## src/rtl/parser_pkg.sv

```systemverilog
`timescale 1ns/1ps
package parser_pkg;
  parameter int WORD_W  = 32;
  parameter int NOFF_W  = 12;
  parameter int WOFF_W  = 22;
  parameter int CLASS_W = 10;
  parameter int CNT_W   = 16;
  parameter int APP_W   = 8;
  parameter int STRM_W  = 24;
  parameter int LOCK_W  = 8;
  parameter int GCNT_W  = 16;
  parameter int SMASK_W = 6;
  parameter int MASK_W  = 16;
  localparam int IDX_W  = $clog2(MASK_W);
  localparam logic [WORD_W-1:0] PAYLOAD_INVALID = '1;

  typedef enum logic [3:0] {
    OP_SETCLASS  = 4'h0, OP_INCR      = 4'h1, OP_NONINCR   = 4'h2,
    OP_MASK      = 4'h3, OP_IMM       = 4'h4, OP_RESTART   = 4'h5,
    OP_GATHER    = 4'h6, OP_SETSTRM   = 4'h7, OP_SETAPP    = 4'h8,
    OP_SETPYLD   = 4'h9, OP_INCR_W    = 4'hA, OP_NONINCR_W = 4'hB,
    OP_GATHER_W  = 4'hC, OP_RESTART_W = 4'hD, OP_EXTEND    = 4'hE
  } opcode_e;

  typedef enum logic [2:0] {
    PH_HEADER, PH_INCR, PH_FIXED, PH_MASK, PH_GADDR, PH_RADDR
  } phase_e;

  typedef struct packed {
    logic ldClass;
    logic ldOffNarrow;
    logic ldOffWide;
    logic ldMaskSetcl;
    logic ldMaskFull;
    logic ldPayload;
    logic ldApp;
    logic ldStream;
    logic ldGather;
    logic ldGatherW;
    logic wrImm;
    logic wrIncr;
    logic wrFixed;
    logic wrMask;
    logic fireGather;
    logic fireRestart;
    logic fireRestartW;
    logic lockAcq;
    logic lockRel;
    logic errUnk;
    logic errExt;
    logic errPay;
  } strobe_t;
endpackage

```

## src/rtl/parser_ctrl.sv

```systemverilog
`timescale 1ns/1ps
module parser_ctrl
  import parser_pkg::*;
(
  input  logic              clk,
  input  logic              rst_n,
  input  logic              accept,
  input  logic [WORD_W-1:0] word,
  input  logic [WORD_W-1:0] payloadVal,
  output strobe_t           stb
);
  phase_e           phase, phaseNext;
  logic [CNT_W-1:0] remaining, remNext;
  opcode_e          op;
  logic [3:0]       subOp;
  logic [CNT_W-1:0] setclCount, maskCount;

  assign op         = opcode_e'(word[31:28]);
  assign subOp      = word[27:24];
  assign setclCount = CNT_W'($countones(word[SMASK_W-1:0]));
  assign maskCount  = CNT_W'($countones(word[MASK_W-1:0]));

  always_comb begin
    stb       = '0;
    phaseNext = phase;
    remNext   = remaining;
    if (accept) begin
      if (phase == PH_HEADER) begin
        case (op)
          OP_SETCLASS: begin
            stb.ldClass = 1'b1; stb.ldOffNarrow = 1'b1; stb.ldMaskSetcl = 1'b1;
            if (setclCount != '0) begin phaseNext = PH_MASK; remNext = setclCount; end
          end
          OP_INCR, OP_NONINCR: begin
            stb.ldOffNarrow = 1'b1;
            if (word[CNT_W-1:0] != '0) begin
              phaseNext = (op == OP_INCR) ? PH_INCR : PH_FIXED;
              remNext   = word[CNT_W-1:0];
            end
          end
          OP_MASK: begin
            stb.ldOffNarrow = 1'b1; stb.ldMaskFull = 1'b1;
            if (maskCount != '0) begin phaseNext = PH_MASK; remNext = maskCount; end
          end
          OP_IMM:       stb.wrImm = 1'b1;
          OP_RESTART:   stb.fireRestart = 1'b1;
          OP_GATHER: begin
            stb.ldGather = 1'b1; phaseNext = PH_GADDR; remNext = CNT_W'(1);
          end
          OP_SETSTRM:   stb.ldStream = 1'b1;
          OP_SETAPP:    stb.ldApp = 1'b1;
          OP_SETPYLD:   stb.ldPayload = 1'b1;
          OP_INCR_W, OP_NONINCR_W: begin
            stb.ldOffWide = 1'b1;
            if (payloadVal == PAYLOAD_INVALID) stb.errPay = 1'b1;
            else if (payloadVal[CNT_W-1:0] != '0) begin
              phaseNext = (op == OP_INCR_W) ? PH_INCR : PH_FIXED;
              remNext   = payloadVal[CNT_W-1:0];
            end
          end
          OP_GATHER_W: begin
            stb.ldGatherW = 1'b1; phaseNext = PH_GADDR; remNext = CNT_W'(1);
          end
          OP_RESTART_W: begin phaseNext = PH_RADDR; remNext = CNT_W'(1); end
          OP_EXTEND: begin
            if (subOp == 4'h0)      stb.lockAcq = 1'b1;
            else if (subOp == 4'h1) stb.lockRel = 1'b1;
            else                    stb.errExt  = 1'b1;
          end
          default: stb.errUnk = 1'b1;
        endcase
      end else begin
        case (phase)
          PH_INCR:  stb.wrIncr       = 1'b1;
          PH_FIXED: stb.wrFixed      = 1'b1;
          PH_MASK:  stb.wrMask       = 1'b1;
          PH_GADDR: stb.fireGather   = 1'b1;
          PH_RADDR: stb.fireRestartW = 1'b1;
          default: ;
        endcase
        remNext = remaining - CNT_W'(1);
        if (remaining == CNT_W'(1)) phaseNext = PH_HEADER;
      end
    end
  end

  always_ff @(posedge clk or negedge rst_n) begin
    if (!rst_n) begin
      phase     <= PH_HEADER;
      remaining <= '0;
    end else begin
      phase     <= phaseNext;
      remaining <= remNext;
    end
  end
endmodule

```

## src/rtl/parser_datapath.sv

```systemverilog
`timescale 1ns/1ps
module parser_datapath
  import parser_pkg::*;
(
  input  logic               clk,
  input  logic               rst_n,
  input  strobe_t            stb,
  input  logic [WORD_W-1:0]  word,
  output logic               wrValid,
  output logic [WOFF_W-1:0]  wrOffset,
  output logic [WORD_W-1:0]  wrData,
  output logic [CLASS_W-1:0] wrClass,
  output logic               gatherValid,
  output logic [WORD_W-1:0]  gatherAddr,
  output logic [GCNT_W-1:0]  gatherCount,
  output logic [NOFF_W-1:0]  gatherOffset,
  output logic               gatherInsert,
  output logic               gatherType,
  output logic               restartValid,
  output logic [WORD_W-1:0]  restartAddr,
  output logic               lockAcquire,
  output logic               lockRelease,
  output logic [LOCK_W-1:0]  lockIndex,
  output logic [CLASS_W-1:0] curClass,
  output logic [WORD_W-1:0]  payload,
  output logic [APP_W-1:0]   appId,
  output logic [STRM_W-1:0]  streamId,
  output logic               errUnknown,
  output logic               errExtend,
  output logic               errPayload
);
  logic [WOFF_W-1:0] offReg;
  logic [MASK_W-1:0] maskReg;
  logic [IDX_W-1:0]  lowIdx;

  always_comb begin
    lowIdx = '0;
    for (int i = MASK_W - 1; i >= 0; i--)
      if (maskReg[i]) lowIdx = IDX_W'(i);
  end

  // Field registers updated by header strobes
  always_ff @(posedge clk or negedge rst_n) begin
    if (!rst_n) begin
      offReg       <= '0;
      maskReg      <= '0;
      curClass     <= '0;
      payload      <= PAYLOAD_INVALID;
      appId        <= '0;
      streamId     <= '0;
      gatherCount  <= '0;
      gatherOffset <= '0;
      gatherInsert <= 1'b0;
      gatherType   <= 1'b0;
    end else begin
      if (stb.ldOffNarrow)    offReg <= WOFF_W'(word[27:16]);
      else if (stb.ldOffWide) offReg <= word[WOFF_W-1:0];
      else if (stb.wrIncr)    offReg <= offReg + WOFF_W'(1);
      if (stb.ldMaskSetcl)     maskReg <= MASK_W'(word[SMASK_W-1:0]);
      else if (stb.ldMaskFull) maskReg <= word[MASK_W-1:0];
      else if (stb.wrMask)     maskReg <= maskReg & (maskReg - MASK_W'(1));
      if (stb.ldClass)   curClass <= word[15:6];
      if (stb.ldPayload) payload  <= WORD_W'(word[15:0]);
      if (stb.ldApp)     appId    <= word[APP_W-1:0];
      if (stb.ldStream)  streamId <= word[STRM_W-1:0];
      if (stb.ldGather) begin
        gatherOffset <= word[27:16];
        gatherInsert <= word[15];
        gatherType   <= word[14];
        gatherCount  <= GCNT_W'(word[13:0]);
      end else if (stb.ldGatherW) begin
        gatherOffset <= '0;
        gatherInsert <= 1'b0;
        gatherType   <= 1'b0;
        gatherCount  <= word[GCNT_W-1:0];
      end
    end
  end

  // Output pulses and their payloads
  always_ff @(posedge clk or negedge rst_n) begin
    if (!rst_n) begin
      wrValid      <= 1'b0;
      wrOffset     <= '0;
      wrData       <= '0;
      wrClass      <= '0;
      gatherValid  <= 1'b0;
      gatherAddr   <= '0;
      restartValid <= 1'b0;
      restartAddr  <= '0;
      lockAcquire  <= 1'b0;
      lockRelease  <= 1'b0;
      lockIndex    <= '0;
      errUnknown   <= 1'b0;
      errExtend    <= 1'b0;
      errPayload   <= 1'b0;
    end else begin
      wrValid      <= stb.wrImm | stb.wrIncr | stb.wrFixed | stb.wrMask;
      gatherValid  <= stb.fireGather;
      restartValid <= stb.fireRestart | stb.fireRestartW;
      lockAcquire  <= stb.lockAcq;
      lockRelease  <= stb.lockRel;
      errUnknown   <= stb.errUnk;
      errExtend    <= stb.errExt;
      errPayload   <= stb.errPay;
      if (stb.wrImm) begin
        wrOffset <= WOFF_W'(word[27:16]);
        wrData   <= WORD_W'(word[15:0]);
        wrClass  <= curClass;
      end else if (stb.wrIncr | stb.wrFixed | stb.wrMask) begin
        wrOffset <= stb.wrMask ? offReg + WOFF_W'(lowIdx) : offReg;
        wrData   <= word;
        wrClass  <= curClass;
      end
      if (stb.fireGather)        gatherAddr  <= word;
      if (stb.fireRestart)       restartAddr <= {word[27:0], 4'b0000};
      else if (stb.fireRestartW) restartAddr <= word;
      if (stb.lockAcq | stb.lockRel) lockIndex <= word[LOCK_W-1:0];
    end
  end
endmodule

```

## src/rtl/cmd_stream_parser.sv

```systemverilog
`timescale 1ns/1ps
module cmd_stream_parser
  import parser_pkg::*;
(
  input  logic               clk,
  input  logic               rst_n,
  input  logic               inValid,
  input  logic [WORD_W-1:0]  inWord,
  output logic               inReady,
  output logic               wrValid,
  output logic [WOFF_W-1:0]  wrOffset,
  output logic [WORD_W-1:0]  wrData,
  output logic [CLASS_W-1:0] wrClass,
  output logic               gatherValid,
  output logic [WORD_W-1:0]  gatherAddr,
  output logic [GCNT_W-1:0]  gatherCount,
  output logic [NOFF_W-1:0]  gatherOffset,
  output logic               gatherInsert,
  output logic               gatherType,
  output logic               restartValid,
  output logic [WORD_W-1:0]  restartAddr,
  output logic               lockAcquire,
  output logic               lockRelease,
  output logic [LOCK_W-1:0]  lockIndex,
  output logic [CLASS_W-1:0] curClass,
  output logic [WORD_W-1:0]  payload,
  output logic [APP_W-1:0]   appId,
  output logic [STRM_W-1:0]  streamId,
  output logic               errUnknown,
  output logic               errExtend,
  output logic               errPayload
);
  strobe_t stb;
  logic    readyQ;
  logic    accept;

  always_ff @(posedge clk or negedge rst_n) begin
    if (!rst_n) readyQ <= 1'b0;
    else        readyQ <= 1'b1;
  end

  assign inReady = readyQ;
  assign accept  = inValid & readyQ;

  parser_ctrl u_ctrl (
    .clk(clk), .rst_n(rst_n), .accept(accept), .word(inWord),
    .payloadVal(payload), .stb(stb)
  );

  parser_datapath u_dp (
    .clk(clk), .rst_n(rst_n), .stb(stb), .word(inWord),
    .wrValid(wrValid), .wrOffset(wrOffset), .wrData(wrData), .wrClass(wrClass),
    .gatherValid(gatherValid), .gatherAddr(gatherAddr), .gatherCount(gatherCount),
    .gatherOffset(gatherOffset), .gatherInsert(gatherInsert), .gatherType(gatherType),
    .restartValid(restartValid), .restartAddr(restartAddr),
    .lockAcquire(lockAcquire), .lockRelease(lockRelease), .lockIndex(lockIndex),
    .curClass(curClass), .payload(payload), .appId(appId), .streamId(streamId),
    .errUnknown(errUnknown), .errExtend(errExtend), .errPayload(errPayload)
  );
endmodule

```

## config.mk

```make
export PLATFORM = sky130hd
export DESIGN_NAME = cmd_stream_parser
export DESIGN_NICKNAME = d
export VERILOG_FILES = /design/src/rtl/parser_pkg.sv /design/src/rtl/parser_ctrl.sv /design/src/rtl/parser_datapath.sv /design/src/rtl/cmd_stream_parser.sv
export SDC_FILE = /design/constraint.sdc
export NUM_CORES = 1
export LEC_CHECK = 0
export ABC_CLOCK_PERIOD_IN_PS = 2850
export BUFFER_PORTS_ARGS = -buffer_cell sky130_fd_sc_hd__buf_2
export CORE_ASPECT_RATIO = 0.7
export CORE_MARGIN = 10
export CORE_UTILIZATION = 50
export CTS_CLUSTER_DIAMETER = 150
export DETAILED_ROUTE_END_ITERATION = 7
export GPL_TIMING_DRIVEN = 0
export PLACE_DENSITY = 0.76
export SYNTH_ARGS = -nofsm -noshare
export SYNTH_HDL_FRONTEND = slang
export SYNTH_SLANG_ARGS = --single-unit
```

## constraint.sdc

```tcl
create_clock -name clk -period 2.85 [get_ports clk]
set_input_delay 0.285 -clock clk [delete_from_list [all_inputs] [get_ports clk]]
set_output_delay 0.285 -clock clk [all_outputs]
set_load 0.05 [all_outputs]
```

# Word level (Yosys, flattened, before mapping)
# Index checks and enable logic that the tools add are counted.
[totals]
reg_bits = 306
latchBits = 0
ramBits = 0
mem_bits_ro = 0
inputBits = 35
out_inout_bits = 249
wordCells = 193
memories = 0
[op_classes]
addsub = 20
multipliers = 0
div_mod_pow = 0
order_cmp = 0
n_eq_ne = 29
n_shift = 0
mux = 87
n_bitwise = 9
reduce_logical = 21
[ops]
columns = ["op", "n"]
rows = [
  ["$mux W16", 11],
  ["$mux W22", 7],
  ["$mux W32", 4],
  ["$add A16 B16 Y16", 7],
  ["$pmux W16 S5", 1],
  ["$mux W4", 17],
  ["$reduce_bool A16 Y1", 4],
  ["$eq A32 B32 Y1 const B", 1],
  ["$sub A16 B1 Y16 const B", 2],
  ["$mux W1", 30],
  ["$eq A4 B4 Y1 const B", 7],
  ["$mux W12", 2],
  ["$add A22 B1 Y22 const B", 1],
  ["$add A22 B4 Y22", 1],
  ["$mux W3", 7],
  ["$mux W10", 2],
  ["$pmux W3 S6", 1],
  ["$add A1 B1 Y2", 8],
  ["$add A2 B16 Y16", 1],
  ["$and A16 B16 Y16", 1],
  ["$eq A16 B1 Y1 const B", 1],
  ["$eq A4 B3 Y1 const B", 4],
  ["$ne A3 B3 Y1 const B", 5],
  ["$reduce_or A15 Y1", 1],
  ["other kinds (21)", 40],
]

# Longest topological paths before layout
[depth]
word_depth = 20
depth_mapped = 21
mapped_depth_nobuf = 19

# Modules after synthesis
# Synthesis repeated with hierarchy kept, for this count alone.
[unflattened]
hier_cells = 1384
hier_area_um2 = 14422.6
[by_module_without_submodules]
columns = ["mod", "instances", "cells_per_inst", "area_per_inst_um2", "seq_area_each_um2"]
rows = [
  ["parser_datapath", 1, 1068, 11805.1, 6802.8],
  ["parser_ctrl", 1, 313, 2582.5, 475.5],
  ["cmd_stream_parser", 1, 3, 35.0, 25.0],
]

# Least setup slack after synthesis
# No wires, ideal clock.
[synth_path]
path_type = "in2reg"
startpoint = "in inWord[0]"
endpoint = "reg u_ctrl.remaining[11]"
t_arrival_ps = 4730
slack_ps = -2002
stages = 19
n_path_buf = 3
cell_sequence = "clkbuf_1 > inv_1 > fa_1 > inv_1 > ha_1 > inv_1 > fa_1 > fa_1 > fa_1 > inv_1 > ha_1 > fa_1 > or3_1 > nor4_1 > a32oi_1 > and4_1 > buf_6 > buf_6 > a32o_1"
[synth_between]
elab_chain_len = 7
word_cells_on_any_way = 16
cone_classes = "add/sub: 5; eq/ne: 3; mux: 4; reduce/logical: 4"
[synth_lines]
columns = ["element", "line", "text"]
rows = [
  ["start, declared", "cmd_stream_parser.sv:8", "input logic [WORD_W-1:0] inWord,"],
  ["$add A1 B1 Y2", "parser_ctrl.sv:20, parser_ctrl.sv:21", ""],
  ["$add A2 B16 Y16", "parser_ctrl.sv:20, parser_ctrl.sv:21", ""],
  ["$add A16 B16 Y16 (2 in a row)", "parser_ctrl.sv:21", "assign maskCount = CNT_W'($countones(word[MASK_W-1:0]));"],
  ["$reduce_bool A16 Y1 or $mux W16 (tied branches)", "parser_ctrl.sv:43", "if (maskCount != '0) begin phaseNext = PH_MASK; remNext = maskCount; end"],
  ["$ne A3 B3 Y1 (no line) or $pmux W16 S5 (tied branches)", "-", ""],
  ["$reduce_and A7 Y1 (no line) or $mux W16 (tied branches)", "-", ""],
  ["end signal, assigned", "parser_ctrl.sv:93", "remaining <= remNext;"],
  ["end, declared", "parser_ctrl.sv:13", "logic [CNT_W-1:0] remaining, remNext;"],
]
# Several ways; a longest one is shown, not always the timed one. The select of a mux whose other input is x is not followed.
# A chain may end at the register's enable or synchronous reset.

# Final worst setup path
[layout_path]
startpoint = "in inWord[1]"
endpoint = "reg u_ctrl.remaining[11]"
# The elaborated chain is that of the path after synthesis.

==> out/metrics.yaml <==
postRouteAntennaNets: 0
switching_share_pct: 34.0
required_ns: 3.31
yosysUniqueCellTypes: 78
yosys_warnings: 0
synth_area_um2: 14100
die_y_um: 161
cts_made_buffers: 28
violations: "setup timing"
grt_pass1_vias: 12872
start_util_pct: 50.8
place_congestion: 0.984
synth_flop_cell: "dfrtp_1"
seq_power_share_pct: 42.8
reg2reg_slack_ns: -0.05
max_freq_mhz: 224
wl_per_cell_um: 24.0
p_leak_nw: 8.91
firstDrtPassIters: 5
layout_common_cells: "buf_2 (293), nand2_1 (286), dfrtp_1 (274)"
comb_power_share_pct: 22.5
synth_fp_nets: 1535
die_w_um: 221
p_per_area_nw_per_um2: 626
synth_area_leaders: "dfrtp_1 (48%), nand2_1 (7.6%), o21ai_0 (5.5%)"
hp-class: "in -> reg"
pwr-share-clk_pct: 34.7
peakVddDrop_mv: 0.569
wl_um: 52100
syn_area_per_cell_um2: 9.70
nNetsFinal: 1862
setup_slack_ns: -1.62
switchingPower_mw: 3.75
track_usage_pct: 28.1
synth_area_leader_cell: "dfrtp_1"
synth-edff-count: 0
critPathCaptureType: "flop"
ys_seq_area_share_pct: 51.6
cts.clk_slew.worst_paths_ns: 0.07
grt-ovfl-total: 0
relSlewSlack_pct: 41.7
period_needed_ns: 4.47
drc: 0
core_area_um2: 27800
setup_viol: 26
final_common_cell: "buf_2"
fill_cells: 2288
dpl_worst_slack_ns: -2.56
rsz0062_at_grt: "true"
pin_count: 284
synthCells: 1459
place_hpwl_um: 37100
clkSinkCount: 291
rows: 51
drive_gt1_share_pct: 29.5
htree_levels: 1
finalHoldViolations: 0
critPathKind: "in -> reg"
num_vias: 13142
clockBufferDepth: 3
critPathArrivalTime_ns: 4.92
drv_slew: 0
dieArea_um2: 35500
ys_async_sr_fraction_pct: 100
post-route-period-util_pct: 157
grt_max_degree: 119
ys_seq_elements: 291
drt-initial-drc-count: 1594
cp_max_fo: 8
antenna_found_initial: 0
synth_top_cell_area_share_pct: 48.5
skew_ns: 0.0230
finalSetupTns_ns: -30.38
io_buffers: 270
area_growth_pct: 24.4
clk-insertion-delay-late_ns: 0.58
vias_per_cell: 6.04
status: "finished with violations"
worstSetupStartpointType: "input pin"
worst_pin_slew_ns: 0.869
clockRootBuffer: "clkbuf_16"
p_int_mw: 7.26
tritoncts: "yes"
maxCapViolCount: 0
grt_pass1_wl_um: 78900
[registers in the layout, indices dropped and copies added, names as in the netlist, 17 cells and up]
name and count:
u_dp.gatherAddr 32, u_dp.restartAddr 32, u_dp.wrData 32, u_dp.streamId 24
u_dp.offReg 22, u_dp.wrOffset 22, u_dp.payload 17
[per-layer routing]
layer / GRT usage (%) / vias to the layer above / share of wire (%) / wire (um)
met4: 6.67 / 0 / 2.4 / 1230
met2: 41.9 / 804 / 44 / 22800
met3: 8.76 / 99 / 12 / 6150
li1: - / 5763 / - / -
met1: 39.0 / 6476 / 42 / 22000
met5: 0 / - / 0 / 0
[power groups by stage]
stage	sequential [mW]	combinational [mW]	clock, mW
3_5_place_dp	4.77	2.34	0
4_1_cts	4.70	2.39	3.85
5_1_grt	4.74	2.66	4.01
2_1_floorplan	5.49	0.805	0
3_3_place_gp	4.76	2.28	0
6_report	4.72	2.48	3.82
[final timing paths]
kind | from | endpoint | cells after the start
hold / removal | inWord[26] | u_dp.gatherAddr[26] | 3
min in group asynchronous | rst_n | u_dp.lockIndex[2] | 2
setup / recovery | inWord[1] | u_ctrl.remaining[11] | 19
setup reg to reg | u_dp.maskReg[15] | u_dp.wrOffset[20] | 15
hold reg to reg | u_dp.restartAddr[12] | u_dp.restartAddr[12] | 2
max in group asynchronous | rst_n | u_ctrl.phase[1] | 4
[stage by stage]
step	total power, mW	hold WS [ns]	area, um2	utilization, %	cells
global route	11.4	0.0267	17600	63.3	2175
CTS	10.9	0.00487	17300	62.2	2167
global placement	7.04	0.456	16000	57.4	2100
floorplan	6.29	-0.0106	14200	-	1459
finish	11.0	0.0231	17600	63.3	2176
detailed placement	7.11	0.299	16000	57.7	2102
[area by class of cell]
| cell class | count | area [um2] | area share [%] |
|---|---|---|---|
| buffer | 115 | 587 | 3.33 |
| antenna | 1 | 2.50 | 0.0142 |
| sequential | 291 | 7300 | 41.5 |
| timing repair buffer | 297 | 1700 | 9.67 |
| tap | 371 | 464 | 2.64 |
| multi-input combinational | 1000 | 6390 | 36.3 |
| clock inverter | 10 | 135 | 0.768 |
| inverter | 53 | 216 | 1.23 |
| clock buffer | 38 | 798 | 4.54 |
[what timing repair did]
action | 4_1_cts | 5_1_grt
endpoints found under the hold margin | 79 | 0
pin swaps | 17 | 26
resized for setup | 48 | 43
gates cloned | 1 | 1
endpoints found under the setup margin | 37 | 42
buffers inserted | 15 | 7
hold buffers | 1 | 0
[worst max-delay path, stage by stage]
cell	delay, ns
buf_2	0.28
clkinvlp_4	0.21
fa_2	0.38
inv_2	0.08
ha_4	0.20
inv_4	0.06
fa_1	0.41
fa_1	0.47
fa_1	0.54
inv_1	0.04
ha_2	0.19
fa_1	0.47
or3_1	0.32
nor4_1	0.17
a32oi_1	0.08
and4_1	0.23
buf_6	0.15
buf_8	0.14
a32o_1	0.21
[synthesized netlist by cell type, types with 11 or more instances]
cell	number
nor4_1	21
xnor2_1	20
nor2_1	71
nor3_1	26
nand2_1	287
dfstp_2	17
a21oi_1	67
mux2_2	48
nand4_1	13
a211oi_1	14
fa_1	13
clkbuf_1	63
a22o_1	16
buf_2	26
o21ai_0	156
nand3_1	25
ha_1	28
a22oi_1	36
o22ai_1	13
buf_4	18
inv_1	52
o211ai_1	11
dfrtp_1	274
[logic make-up after synthesis]
family                     synth area share, %
AOI/OAI and AO/OA                         16.7
buffers and inverters                     5.43
other                                   0.0265
DFF                                       51.6
and+or+nand+nor                           15.9
muxes                                     4.17
adders and majority gates                 4.32
xor gates and xnor gates                  1.86
(Power assumes the default switching activity.)
